`src/rtl/llrn_pkg.sv`:
```
package llrn_pkg;
  localparam int unsigned LLRN_Q_DEF = 8;
  localparam int unsigned LLRN_W_DEF = 5;

  // tree levels resolved before the first pipeline register
  function automatic int first_levels(int q);
    return ($clog2(q) + 1) / 2;
  endfunction
endpackage

```
`src/rtl/llrn_reduce_level.sv`:
```
module llrn_reduce_level #(
  parameter int N  = 8,
  parameter int W  = 5,
  parameter int IW = 3
) (
  input  logic [N*W-1:0]      v_i,
  input  logic [N*IW-1:0]     x_i,
  output logic [(N/2)*W-1:0]  v_o,
  output logic [(N/2)*IW-1:0] x_o
);
  for (genvar p = 0; p < N/2; p++) begin : g_pair
    logic [W-1:0] lv, rv;
    logic         keep_l;
    assign lv = v_i[2*p*W +: W];
    assign rv = v_i[(2*p+1)*W +: W];
    // left candidate always carries the lower index: ties keep it
    assign keep_l = (lv <= rv);
    assign v_o[p*W +: W]   = keep_l ? lv : rv;
    assign x_o[p*IW +: IW] = keep_l ? x_i[2*p*IW +: IW] : x_i[(2*p+1)*IW +: IW];
  end
endmodule

```
`src/rtl/llrn_tree_part.sv`:
```
module llrn_tree_part #(
  parameter int N_IN   = 8,
  parameter int LEVELS = 2,
  parameter int W      = 5,
  parameter int IW     = 3,
  localparam int N_OUT = N_IN >> LEVELS
) (
  input  logic [N_IN*W-1:0]   v_i,
  input  logic [N_IN*IW-1:0]  x_i,
  output logic [N_OUT*W-1:0]  v_o,
  output logic [N_OUT*IW-1:0] x_o
);
  if (LEVELS == 0) begin : g_pass
    assign v_o = v_i;
    assign x_o = x_i;
  end else begin : g_tree
    for (genvar l = 0; l < LEVELS; l++) begin : g_lvl
      localparam int NI = N_IN >> l;
      logic [NI*W-1:0]      vi;
      logic [NI*IW-1:0]     xi;
      logic [(NI/2)*W-1:0]  vo;
      logic [(NI/2)*IW-1:0] xo;
      if (l == 0) begin : g_src
        assign vi = v_i;
        assign xi = x_i;
      end else begin : g_src
        assign vi = g_lvl[l-1].vo;
        assign xi = g_lvl[l-1].xo;
      end
      llrn_reduce_level #(.N(NI), .W(W), .IW(IW)) u_lvl (
        .v_i(vi), .x_i(xi), .v_o(vo), .x_o(xo)
      );
    end
    assign v_o = g_lvl[LEVELS-1].vo;
    assign x_o = g_lvl[LEVELS-1].xo;
  end
endmodule

```
`src/rtl/llrn_subtract.sv`:
```
module llrn_subtract #(
  parameter int Q = 8,
  parameter int W = 5
) (
  input  logic [Q*W-1:0] v_i,
  input  logic [W-1:0]   m_i,
  output logic [Q*W-1:0] v_o
);
  // every entry is >= m_i, so the unsigned difference never wraps
  for (genvar e = 0; e < Q; e++) begin : g_ent
    assign v_o[e*W +: W] = v_i[e*W +: W] - m_i;
  end
endmodule

```
`src/rtl/llrn_norm.sv`:
```
module llrn_norm #(
  parameter int Q = llrn_pkg::LLRN_Q_DEF,
  parameter int W = llrn_pkg::LLRN_W_DEF,
  localparam int IW = $clog2(Q)
) (
  input  logic          clk,
  input  logic          rst_n,
  input  logic          in_valid,
  output logic          in_ready,
  input  logic [Q*W-1:0] in_llr,
  input  logic          in_last,
  output logic          out_valid,
  input  logic          out_ready,
  output logic [Q*W-1:0] out_llr,
  output logic [IW-1:0] out_idx,
  output logic          hd_valid,
  output logic [IW-1:0] hd_sym
);
  localparam int LV = $clog2(Q);
  localparam int L1 = llrn_pkg::first_levels(Q);
  localparam int L2 = LV - L1;
  localparam int NA = Q >> L1;

  // symbol labels entering the tree
  logic [Q*IW-1:0] idx0;
  for (genvar i = 0; i < Q; i++) begin : g_lbl
    assign idx0[i*IW +: IW] = IW'(i);
  end

  // stage A: first tree levels
  logic [NA*W-1:0]  pa_v;
  logic [NA*IW-1:0] pa_x;
  llrn_tree_part #(.N_IN(Q), .LEVELS(L1), .W(W), .IW(IW)) u_part_a (
    .v_i(in_llr), .x_i(idx0), .v_o(pa_v), .x_o(pa_x)
  );

  logic             a_v, a_last;
  logic [Q*W-1:0]   a_llr;
  logic [NA*W-1:0]  a_mv;
  logic [NA*IW-1:0] a_mi;

  logic b_v, b_last, b_take, a_take;
  assign b_take   = !b_v || out_ready;
  assign a_take   = !a_v || b_take;
  assign in_ready = a_take;

  always_ff @(posedge clk or negedge rst_n) begin
    if (!rst_n) begin
      a_v    <= 1'b0;
      a_last <= 1'b0;
      a_llr  <= '0;
      a_mv   <= '0;
      a_mi   <= '0;
    end else if (a_take) begin
      a_v    <= in_valid;
      a_last <= in_last;
      a_llr  <= in_llr;
      a_mv   <= pa_v;
      a_mi   <= pa_x;
    end
  end

  // stage B: remaining levels and subtraction
  logic [W-1:0]   min_v;
  logic [IW-1:0]  min_i;
  logic [Q*W-1:0] norm;
  llrn_tree_part #(.N_IN(NA), .LEVELS(L2), .W(W), .IW(IW)) u_part_b (
    .v_i(a_mv), .x_i(a_mi), .v_o(min_v), .x_o(min_i)
  );
  llrn_subtract #(.Q(Q), .W(W)) u_sub (
    .v_i(a_llr), .m_i(min_v), .v_o(norm)
  );

  logic [Q*W-1:0] b_llr;
  logic [IW-1:0]  b_idx;
  always_ff @(posedge clk or negedge rst_n) begin
    if (!rst_n) begin
      b_v    <= 1'b0;
      b_last <= 1'b0;
      b_llr  <= '0;
      b_idx  <= '0;
    end else if (b_take) begin
      b_v    <= a_v;
      b_last <= a_last;
      b_llr  <= norm;
      b_idx  <= min_i;
    end
  end

  assign out_valid = b_v;
  assign out_llr   = b_llr;
  assign out_idx   = b_idx;
  assign hd_valid  = b_v && out_ready && b_last;
  assign hd_sym    = b_idx;
endmodule

```
`config.mk`:
```
export PLATFORM = sky130hd
export DESIGN_NAME = llrn_norm
export DESIGN_NICKNAME = d
export VERILOG_FILES = /design/src/rtl/llrn_pkg.sv /design/src/rtl/llrn_reduce_level.sv /design/src/rtl/llrn_tree_part.sv /design/src/rtl/llrn_subtract.sv /design/src/rtl/llrn_norm.sv
export SDC_FILE = /design/constraint.sdc
export NUM_CORES = 1
export LEC_CHECK = 0
export BUFFER_PORTS_ARGS = -buffer_cell sky130_fd_sc_hd__clkbuf_2
export CAP_MARGIN = 10
export CORE_ASPECT_RATIO = 0.9
export CORE_UTILIZATION = 50
export CTS_BUF_LIST = sky130_fd_sc_hd__clkbuf_4 sky130_fd_sc_hd__clkbuf_8
export CTS_CLUSTER_DIAMETER = 50
export DETAILED_ROUTE_END_ITERATION = 8
export PLACE_DENSITY = 0.74
export RECOVER_POWER = 25
export SLEW_MARGIN = 0
export SYNTH_ARGS = -nofsm -noshare
export SYNTH_HDL_FRONTEND = slang
export SYNTH_HIERARCHICAL = 1
export SYNTH_SLANG_ARGS = --single-unit
```
`constraint.sdc`:
```
create_clock -name clk -period 3.9 [get_ports clk]
set_input_delay 0.585 -clock clk [delete_from_list [all_inputs] [get_ports clk]]
set_output_delay 0.585 -clock clk [all_outputs]
set_load 0.005 [all_outputs]
```
==> flow_summary.toml, run 1 <==
[worst_setup_path]
crit_slowest_cell = "mux2_2"
critPathKind = "register to register"
worst-path-max-fanout = 8
rr_worst_depth = 11
cp_top_family = "adder cells"
start_kind = "register"
r2r_start = "a_mv[2]"
worstPathArrival_ns = 3.69
r2r_slack_ns = 0.48
slowest_delay_ns = 0.55
crit_buf_inv = 0
crit_chain = "ha_1 > o211ai_2 > a21oi_2 > o21ai_4 > mux2_2 > ha_1 > fa_1 > nand2b_1 > a21oi_1 > xnor2_1 > mux2_2"
crit_required_ns = 4.16
endpoint_kind = "register"
rr_endpoint = "out_llr[34]"

[timing]
final.period_utilization_pct = 87.81
slew_viol_final = 42
setup_tns_ns = 0
rsz0062_at_grt = "false"
setup_viol = 0
finClkSkew_ns = 0.01206
min_period_ns = 3.425
finalHoldViolCount = 0
tightestPinTransition_ns = 2.244
slew_headroom_pct = -49.57
max_freq_mhz = 292.0

[grt]
grt_pass1_wl_um = 23090
grt_pass1_vias = 4556
antenna_found_initial = 0
grt_start_max_net_pins = 46
gr-total-overflow = 0
grt.total_usage_pct = 21.08

[hold_path]
holdPathStages = 2
hold_class = "input pin to register"
min_to = "a_v"
min_from = "in_valid"

[final_layout]
finalNetCount = 783
flow.area_growth_from_synthesis_pct = 12.42
postLayoutCellArea_mm2 = 0.007620
diodes = 0
seq_area_mm2 = 0.002577
final_layout_size_suffix_gt1_share_pct = 43.83
multiInputGateArea_mm2 = 0.003924
utilization_pct = 58.93
fillers = 1087

[synth]
netlist_area_mm2 = 0.006778
synth.area.top_cells = "dfrtp_1, mux2_2, ha_1"
synth_edf_count = 0
synth_flop_cell = "dfrtp_1"
synth.distinct_cells = 29
yosys_warnings = 6
synthArstFlopShare_pct = 100.0
yosysMostFrequentCell = "mux2_2"
ys_seq_elements = 103
synthCells = 548
synthTopCellsByCount = "mux2_2, dfrtp_1, ha_1"
yosys.area.top_type_share_pct = 38.03
yosysSeqAreaShare_pct = 38.03
synth_top_area_cell = "dfrtp_1"
syn_avg_cell_area_um2 = 12.37

[routing]
drc = 0
viasPerCell = 5.264
routed_wl_um = 14060
routedWlPerCell_um = 16.97
ant_nets = 0
drt_first_pass_iters = 4
drt_iter0_drc = 202
vias = 4359

[clock_tree]
hold_buffers = 0
cts_resized = 0
h-tree-depth = 3
clkLatencyLatePin_ns = 0.38
clk_pin_slew_ns = 0.10
cts-root-buf = "clkbuf_8"
cts_buffer_depth = 2
postCtsSetupBuffers = 0
cts_tree = "yes"
clock-sinks = 103
cts_buffers = 9

[outcome]
status = "finished with violations"
failed_checks = "capacitance limit, slew limit"

[placed_design]
place_area_mm2 = 0.007453
dp_hpwl_um = 10520
gp_congestion = 0.8700
portBuffers = 93

[pwr]
cellLeakagePower_nw = 3.785
ir_worst_vdd_mv = 0.3133
powerDensity_mw_per_mm2 = 684.4

[job]
max-cap-violations = 1

[floorplanning]
fp.dieArea_mm2 = 0.01403
die_h_um = 112.5
rows = 39
initial_core_util_pct = 52.41
io_pins = 94
die_w_um = 124.7
core_mm2 = 0.01293
==> metal layers <==
| layer | up-vias | share of wire [%] | global-route usage (%) |
|---|---|---|---|
| met5 | - | 0 | 0 |
| met4 | 0 | 1.8 | 7.229 |
| met3 | 17 | 2.9 | 4.290 |
| met2 | 67 | 49 | 35.51 |
| met1 | 2177 | 46 | 27.07 |
| li1 | 2098 | - | - |
==> metrics by stage <==
stage	std cells	hold slack (ns)	power, mW	setup slack, ns
after detailed placement	816	0.4944	4.593	0.3121
after CTS	828	0.1773	5.278	0.4706
after floorplan	570	0.2894	3.757	0.6891
final	828	0.3947	5.215	0.4754
after global routing	828	0.3759	5.644	0.2926
after global placement	816	0.4849	4.460	0.4196
==> placed cells by master (no fill, tap or decap), types with 8 or more instances in the layout <==
cell / n
a21oi_1: 14
clkbuf_2: 93
conb_1: 24
xnor2_1: 18
xor2_1: 14
nand2b_1: 10
fa_1: 8
ha_1: 67
nor2_1: 9
dfrtp_1: 103
inv_1: 63
mux2_2: 149
clkbuf_8: 10
mux2_4: 8
a21o_1: 15
==> registers in the layout, indices dropped and copies added (netlist names) <==
register and flops:
a_llr 40, a_mv 10, hd_sym 3, a_mi 6, out_llr 40, out_valid 1, a_last 1, a_v 1
b_last 1
==> area by class of cell <==
type	instances	share of cell area, %
clock inverter	2	0.4598
multi-input combinational	389	51.49
clock buffer	10	1.806
timing repair buffer	97	6.617
sequential	103	33.83
inverter	63	3.103
tap	164	2.693
==> worst max path at each step <==
| stage | cells after the start | to | start |
|---|---|---|---|
| 3_3_place_gp | 12 | a_mv[7] | in_llr[27] |
| 2_1_floorplan | 12 | a_mi[3] | in_llr[27] |
| 5_1_grt | 11 | out_llr[34] | a_mv[2] |
| 4_1_cts | 11 | out_llr[34] | a_mv[2] |
| 6_report | 11 | out_llr[34] | a_mv[2] |
| 3_5_place_dp | 13 | a_mv[7] | in_llr[27] |
==> logic make-up after synthesis <==
family / after synthesis / share of synthesized area, %
buf+inv: 78 / 5.335
simple gates: 48 / 4.172
other cells: 2 / 0.1108
compound gates: 53 / 6.960
fa+ha+maj: 75 / 14.73
xor+xnor: 32 / 4.135
flops: 103 / 38.03
mux: 157 / 26.53
==> report_power, final <==
group          internal, mW  switching, mW
Sequential             1.42          0.187
Combinational          1.55           1.40
Clock                 0.300          0.358
Total                  3.27           1.94
Note: power is estimated with default switching activity, not from simulation.
==> run 2: changes to the inputs <==
- MAX_ROUTING_LAYER: unset -> met4
==> flow_summary.toml, run 2 (same netlist as run 1, synthesis figures left out) <==
[placed_design]
gp_congestion = 0.8842
portBuffers = 93
dpl_worst_slack_ns = 0.3121
dp_hpwl_um = 10520

[timing]
slew_headroom_pct = -51.23
rsz0062_at_grt = "false"
setup_viol = 0
tightestPinTransition_ns = 2.268
min_period_ns = 3.430
slew_viol_final = 42
layout_setup_ws_ns = 0.4697
finalHoldViolCount = 0
max_freq_mhz = 291.5
finClkSkew_ns = 0.01191
whs_ns = 0.3952
setup_tns_ns = 0
final.period_utilization_pct = 87.96

[grt]
grt_pass1_vias = 4546
grt.total_usage_pct = 21.78
gr-total-overflow = 0
antenna_found_initial = 0
grt_start_max_net_pins = 46
grt_pass1_wl_um = 23150

[pwr]
ir_worst_vdd_mv = 0.3141
cellLeakagePower_nw = 3.785
power_mw = 5.216
powerDensity_mw_per_mm2 = 684.5

[clock_tree]
h-tree-depth = 3
cts_buffers = 9
clock-sinks = 103
cts-root-buf = "clkbuf_8"
cts_resized = 0
cts_buffer_depth = 2
clkLatencyLatePin_ns = 0.38
cts_tree = "yes"
hold_buffers = 0
clk_pin_slew_ns = 0.10
postCtsSetupBuffers = 0

[worst_setup_path]
endpoint_kind = "register"
critPathKind = "register to register"
worst-path-max-fanout = 8
crit_chain = "ha_1 > o211ai_2 > a21oi_2 > o21ai_4 > mux2_2 > ha_1 > fa_1 > nand2b_1 > a21oi_1 > xnor2_1 > mux2_2"
crit_required_ns = 4.16
slowest_delay_ns = 0.55
crit_slowest_cell = "mux2_2"
cp_top_family = "adder cells"
crit_buf_inv = 0
start_kind = "register"
worstPathArrival_ns = 3.69

[final_layout]
final_layout_size_suffix_gt1_share_pct = 43.83
finalNetCount = 783
final_cell_mix = "mux2_2, dfrtp_1, clkbuf_2, ha_1, inv_1"
fillers = 1087
flow.area_growth_from_synthesis_pct = 12.42
mostFrequentLayoutCell = "mux2_2"
diodes = 0

[outcome]
failed_checks = "capacitance limit, slew limit"
status = "finished with violations"

[hold_path]
hold_class = "input pin to register"

[floorplanning]
initial_core_util_pct = 52.41
fp.dieArea_mm2 = 0.01403
io_pins = 94
rows = 39
die_w_um = 124.7
core_mm2 = 0.01293
die_h_um = 112.5

[routing]
vias = 4348
drt_iter0_drc = 205
drt_first_pass_iters = 5
viasPerCell = 5.251
routed_wl_um = 14040
drc = 0
ant_nets = 0
routedWlPerCell_um = 16.95

[job]
max-cap-violations = 1
## run 2: cell counts in the layout (fill, tap and decap cells not counted)
Identical to the previous run, type by type.
## run 2: cell type report
class	count	area, um2	share of cell area, %
Clock buffer	10	137.6	1.806
Clock inverter	2	35.03	0.4598
Tap cell	164	205.2	2.693
Inverter	63	236.5	3.103
Sequential cell	103	2577	33.83
Multi-Input combinational cell	389	3924	51.49
Timing Repair Buffer	97	504.2	6.617
## run 2: per-layer routing
metal,track usage (%),vias up,share of wire [%]
li1,-,2093,-
met1,27.53,2167,46
met2,35.65,72,49
met3,3.813,16,3.0
met4,6.827,0,1.5
met5,-,-,0
## run 2: where the power goes
group,switching [mW],total [mW],internal [mW]
Clock,0.357,0.656,0.300
Sequential,0.186,1.61,1.42
Combinational,1.40,2.95,1.55
Total,1.94,5.22,3.27
## run 2: final timing paths
kind,from,to,slack [ns],cells past startpoint
max reg2reg,a_mv[2],out_llr[34],0.47,11
max in group asynchronous,rst_n,out_llr[26],1.26,2
min reg2reg,a_llr[10],a_llr[10],0.51,1
max,a_mv[2],out_llr[34],0.47,11
min,in_valid,a_v,0.40,2
min in group asynchronous,rst_n,out_llr[2],0.88,1
## run 2: worst register-to-register path: stages (launching register included)
cell and delay (ns):
dfrtp_1 0.41, ha_1 0.33, o211ai_2 0.18, a21oi_2 0.07, o21ai_4 0.30, mux2_2 0.55
ha_1 0.31, fa_1 0.41, nand2b_1 0.18, a21oi_1 0.20, xnor2_1 0.10, mux2_2 0.26
## run 2: metrics by stage
stage                     util, %  cell area [um2]  instances
after detailed placement    57.64             7453        816
after global routing        58.93             7620        828
after CTS                   58.97             7626        828
after floorplan                 -             6860        570
final                       58.93             7620        828
after global placement      57.64             7453        816
==> run 3: changes to the inputs <==
- CORE_UTILIZATION: 50 -> 30
- PLACE_DENSITY: 0.74 -> 0.5
- SYNTH_HIERARCHICAL: 1 -> unset
==> flow_summary.toml, run 3 <==
[timing]
setup_tns_ns = 0
layout_setup_ws_ns = 0.3757
finalHoldViolCount = 0
max_freq_mhz = 283.7
tightestPinTransition_ns = 1.985
slew_headroom_pct = -32.36
slew_viol_final = 76
finClkSkew_ns = 0.01337
setup_viol = 0
final.period_utilization_pct = 90.37
rsz0062_at_grt = "false"
min_period_ns = 3.524

[synth]
yosysMostFrequentCell = "nand2_1"
ys_seq_elements = 102
yosys.area.top_type_share_pct = 40.96
synth_top_family_by_area = "compound AO/OA/AOI/OAI gates"
synth-xor-area-share_pct = 3.373
synth.area.top_cells = "dfrtp_1, ha_1, nand2_1"
syn_avg_cell_area_um2 = 9.398
synthAdderAreaFrac_pct = 16.02
yosys.area_share.simple_pct = 12.73
synth_edf_count = 0
yosys-mux-area-fraction_pct = 2.590
yosysSeqAreaShare_pct = 40.96
synthTopCellsByCount = "nand2_1, dfrtp_1, ha_1"
syn_nets = 783
netlist_area_mm2 = 0.006231
synth.distinct_cells = 45
synth_top_area_cell = "dfrtp_1"
synthArstFlopShare_pct = 100.0
synth_flop_cell = "dfrtp_1"
synth_compound_area_share_pct = 18.92
synthCells = 663
yosys_warnings = 0

[routing]
ant_nets = 0
drc = 0
viasPerCell = 4.694
vias = 4703
routed_wl_um = 16040
drt_iter0_drc = 222
drt_first_pass_iters = 4
routedWlPerCell_um = 16.00

[grt]
grt_start_max_net_pins = 79
grt_pass1_wl_um = 25650
gr-total-overflow = 0
grt_pass1_vias = 4484
antenna_found_initial = 0
grt.total_usage_pct = 16.04

[hold_path]
min_to = "a_v"
hold_class = "input pin to register"
holdPathStages = 2
min_from = "in_valid"

[final_layout]
fillers = 2058
flow.area_growth_from_synthesis_pct = 14.80
final_cell_mix = "nand2_1, dfrtp_1, clkbuf_2, ha_1, inv_1"
diodes = 0
finalNetCount = 863
mostFrequentLayoutCell = "nand2_1"
final_layout_size_suffix_gt1_share_pct = 17.94
final_cells = 1002

[worst_setup_path]
r2r_slack_ns = 0.38
worstPathArrival_ns = 3.83
rr_endpoint = "out_llr[29]"
crit_required_ns = 4.20
worst-path-max-fanout = 8
start_kind = "register"
r2r_start = "a_mv[4]"
endpoint_kind = "register"
critPathKind = "register to register"
rr_worst_depth = 15

[outcome]
failed_checks = "capacitance limit, slew limit"
status = "finished with violations"

[floorplanning]
initial_core_util_pct = 30.89
io_pins = 94
fp.dieArea_mm2 = 0.02135
die_h_um = 138.7
rows = 49
die_w_um = 153.9
core_mm2 = 0.02017

[job]
max-cap-violations = 1

[pwr]
switching_power_mw = 2.298
clockPowerShare_pct = 13.8
cellLeakagePower_nw = 3.598
internal-power_mw = 3.154
power_frac_seq_pct = 29.8
comb_power_share_pct = 56.3
ir_worst_vdd_mv = 0.2452
sw_frac_of_total_pct = 42.14
powerDensity_mw_per_mm2 = 762.2

[clock_tree]
clock-sinks = 102
cts_buffers = 9
clkLatencyLatePin_ns = 0.38
cts_tree = "yes"
hold_buffers = 0
cts_resized = 0
clk_pin_slew_ns = 0.10
cts_buffer_depth = 2
cts-root-buf = "clkbuf_8"
postCtsSetupBuffers = 0
h-tree-depth = 3

[placed_design]
dp_hpwl_um = 12050
place_inst = 987
dpl_worst_slack_ns = 0.3096
gp_congestion = 0.8210
portBuffers = 93
-- run 3: how the worst max path moves through the flow --
| stage | startpoint | cells after the start | endpoint |
|---|---|---|---|
| floorplan | a_mv[4] | 11 | out_llr[3] |
| global placement | in_llr[18] | 14 | a_mv[0] |
| detailed placement | in_llr[18] | 14 | a_mv[0] |
| CTS | a_mv[4] | 15 | out_llr[29] |
| global route | a_mv[4] | 15 | out_llr[29] |
| finish | a_mv[4] | 15 | out_llr[29] |
-- run 3: cell type report --
cell class / instances / area [um2] / area share (%)
inverter: 48 / 180.2 / 2.519
timing repair buffer: 102 / 533.0 / 7.451
sequential: 102 / 2552 / 35.68
multi-input combinational: 480 / 3357 / 46.93
clock buffer: 11 / 138.9 / 1.942
clock inverter: 4 / 72.57 / 1.015
tap: 255 / 319.1 / 4.460
-- run 3: per-layer routing --
layer / part of all wire (%) / track usage [%] / up-vias
met2: 43 / 23.33 / 59
met1: 53 / 23.01 / 2174
met5: 0 / - / -
met3: 2.3 / 2.219 / 11
met4: 1.3 / 4.737 / 0
li1: - / - / 2459
-- run 3: per-stage QoR --
| step | power [mW] | hold WS (ns) | area, um2 | utilization, % |
|---|---|---|---|---|
| 2_1_floorplan | 3.712 | 0.2894 | 6231 | - |
| 3_3_place_gp | 4.746 | 0.4351 | 6944 | 34.43 |
| 3_5_place_dp | 4.766 | 0.4350 | 6944 | 34.43 |
| 4_1_cts | 5.529 | 0.3938 | 7156 | 35.48 |
| 5_1_grt | 6.016 | 0.3978 | 7153 | 35.46 |
| 6_report | 5.452 | 0.4163 | 7153 | 35.46 |
-- run 3: logic make-up after synthesis --
| family | Yosys count |
|---|---|
| fa+ha+maj | 75 |
| buf+inv | 81 |
| xor+xnor | 24 |
| flops | 102 |
| mux | 16 |
| simple gates | 188 |
| compound gates | 177 |
-- run 3: power groups by stage --
stage | registers, mW | clock network [mW] | logic [mW]
6_report | 1.63 | 0.754 | 3.07
5_1_grt | 1.68 | 0.814 | 3.52
3_3_place_gp | 1.65 | 0 | 3.10
2_1_floorplan | 1.62 | 0 | 2.09
4_1_cts | 1.64 | 0.773 | 3.12
3_5_place_dp | 1.66 | 0 | 3.11
-- run 3: worst max-delay path: stages, from the launching register on --
cell,delay (ns)
dfrtp_1,0.44
ha_1,0.34
o211ai_1,0.09
a21oi_1,0.26
o21a_1,0.36
nand2_1,0.08
o21ai_0,0.08
buf_4,0.22
ha_1,0.16
inv_1,0.06
fa_1,0.41
a21o_1,0.17
a21oi_1,0.17
xor2_1,0.30
o2111ai_1,0.16
o211ai_1,0.14
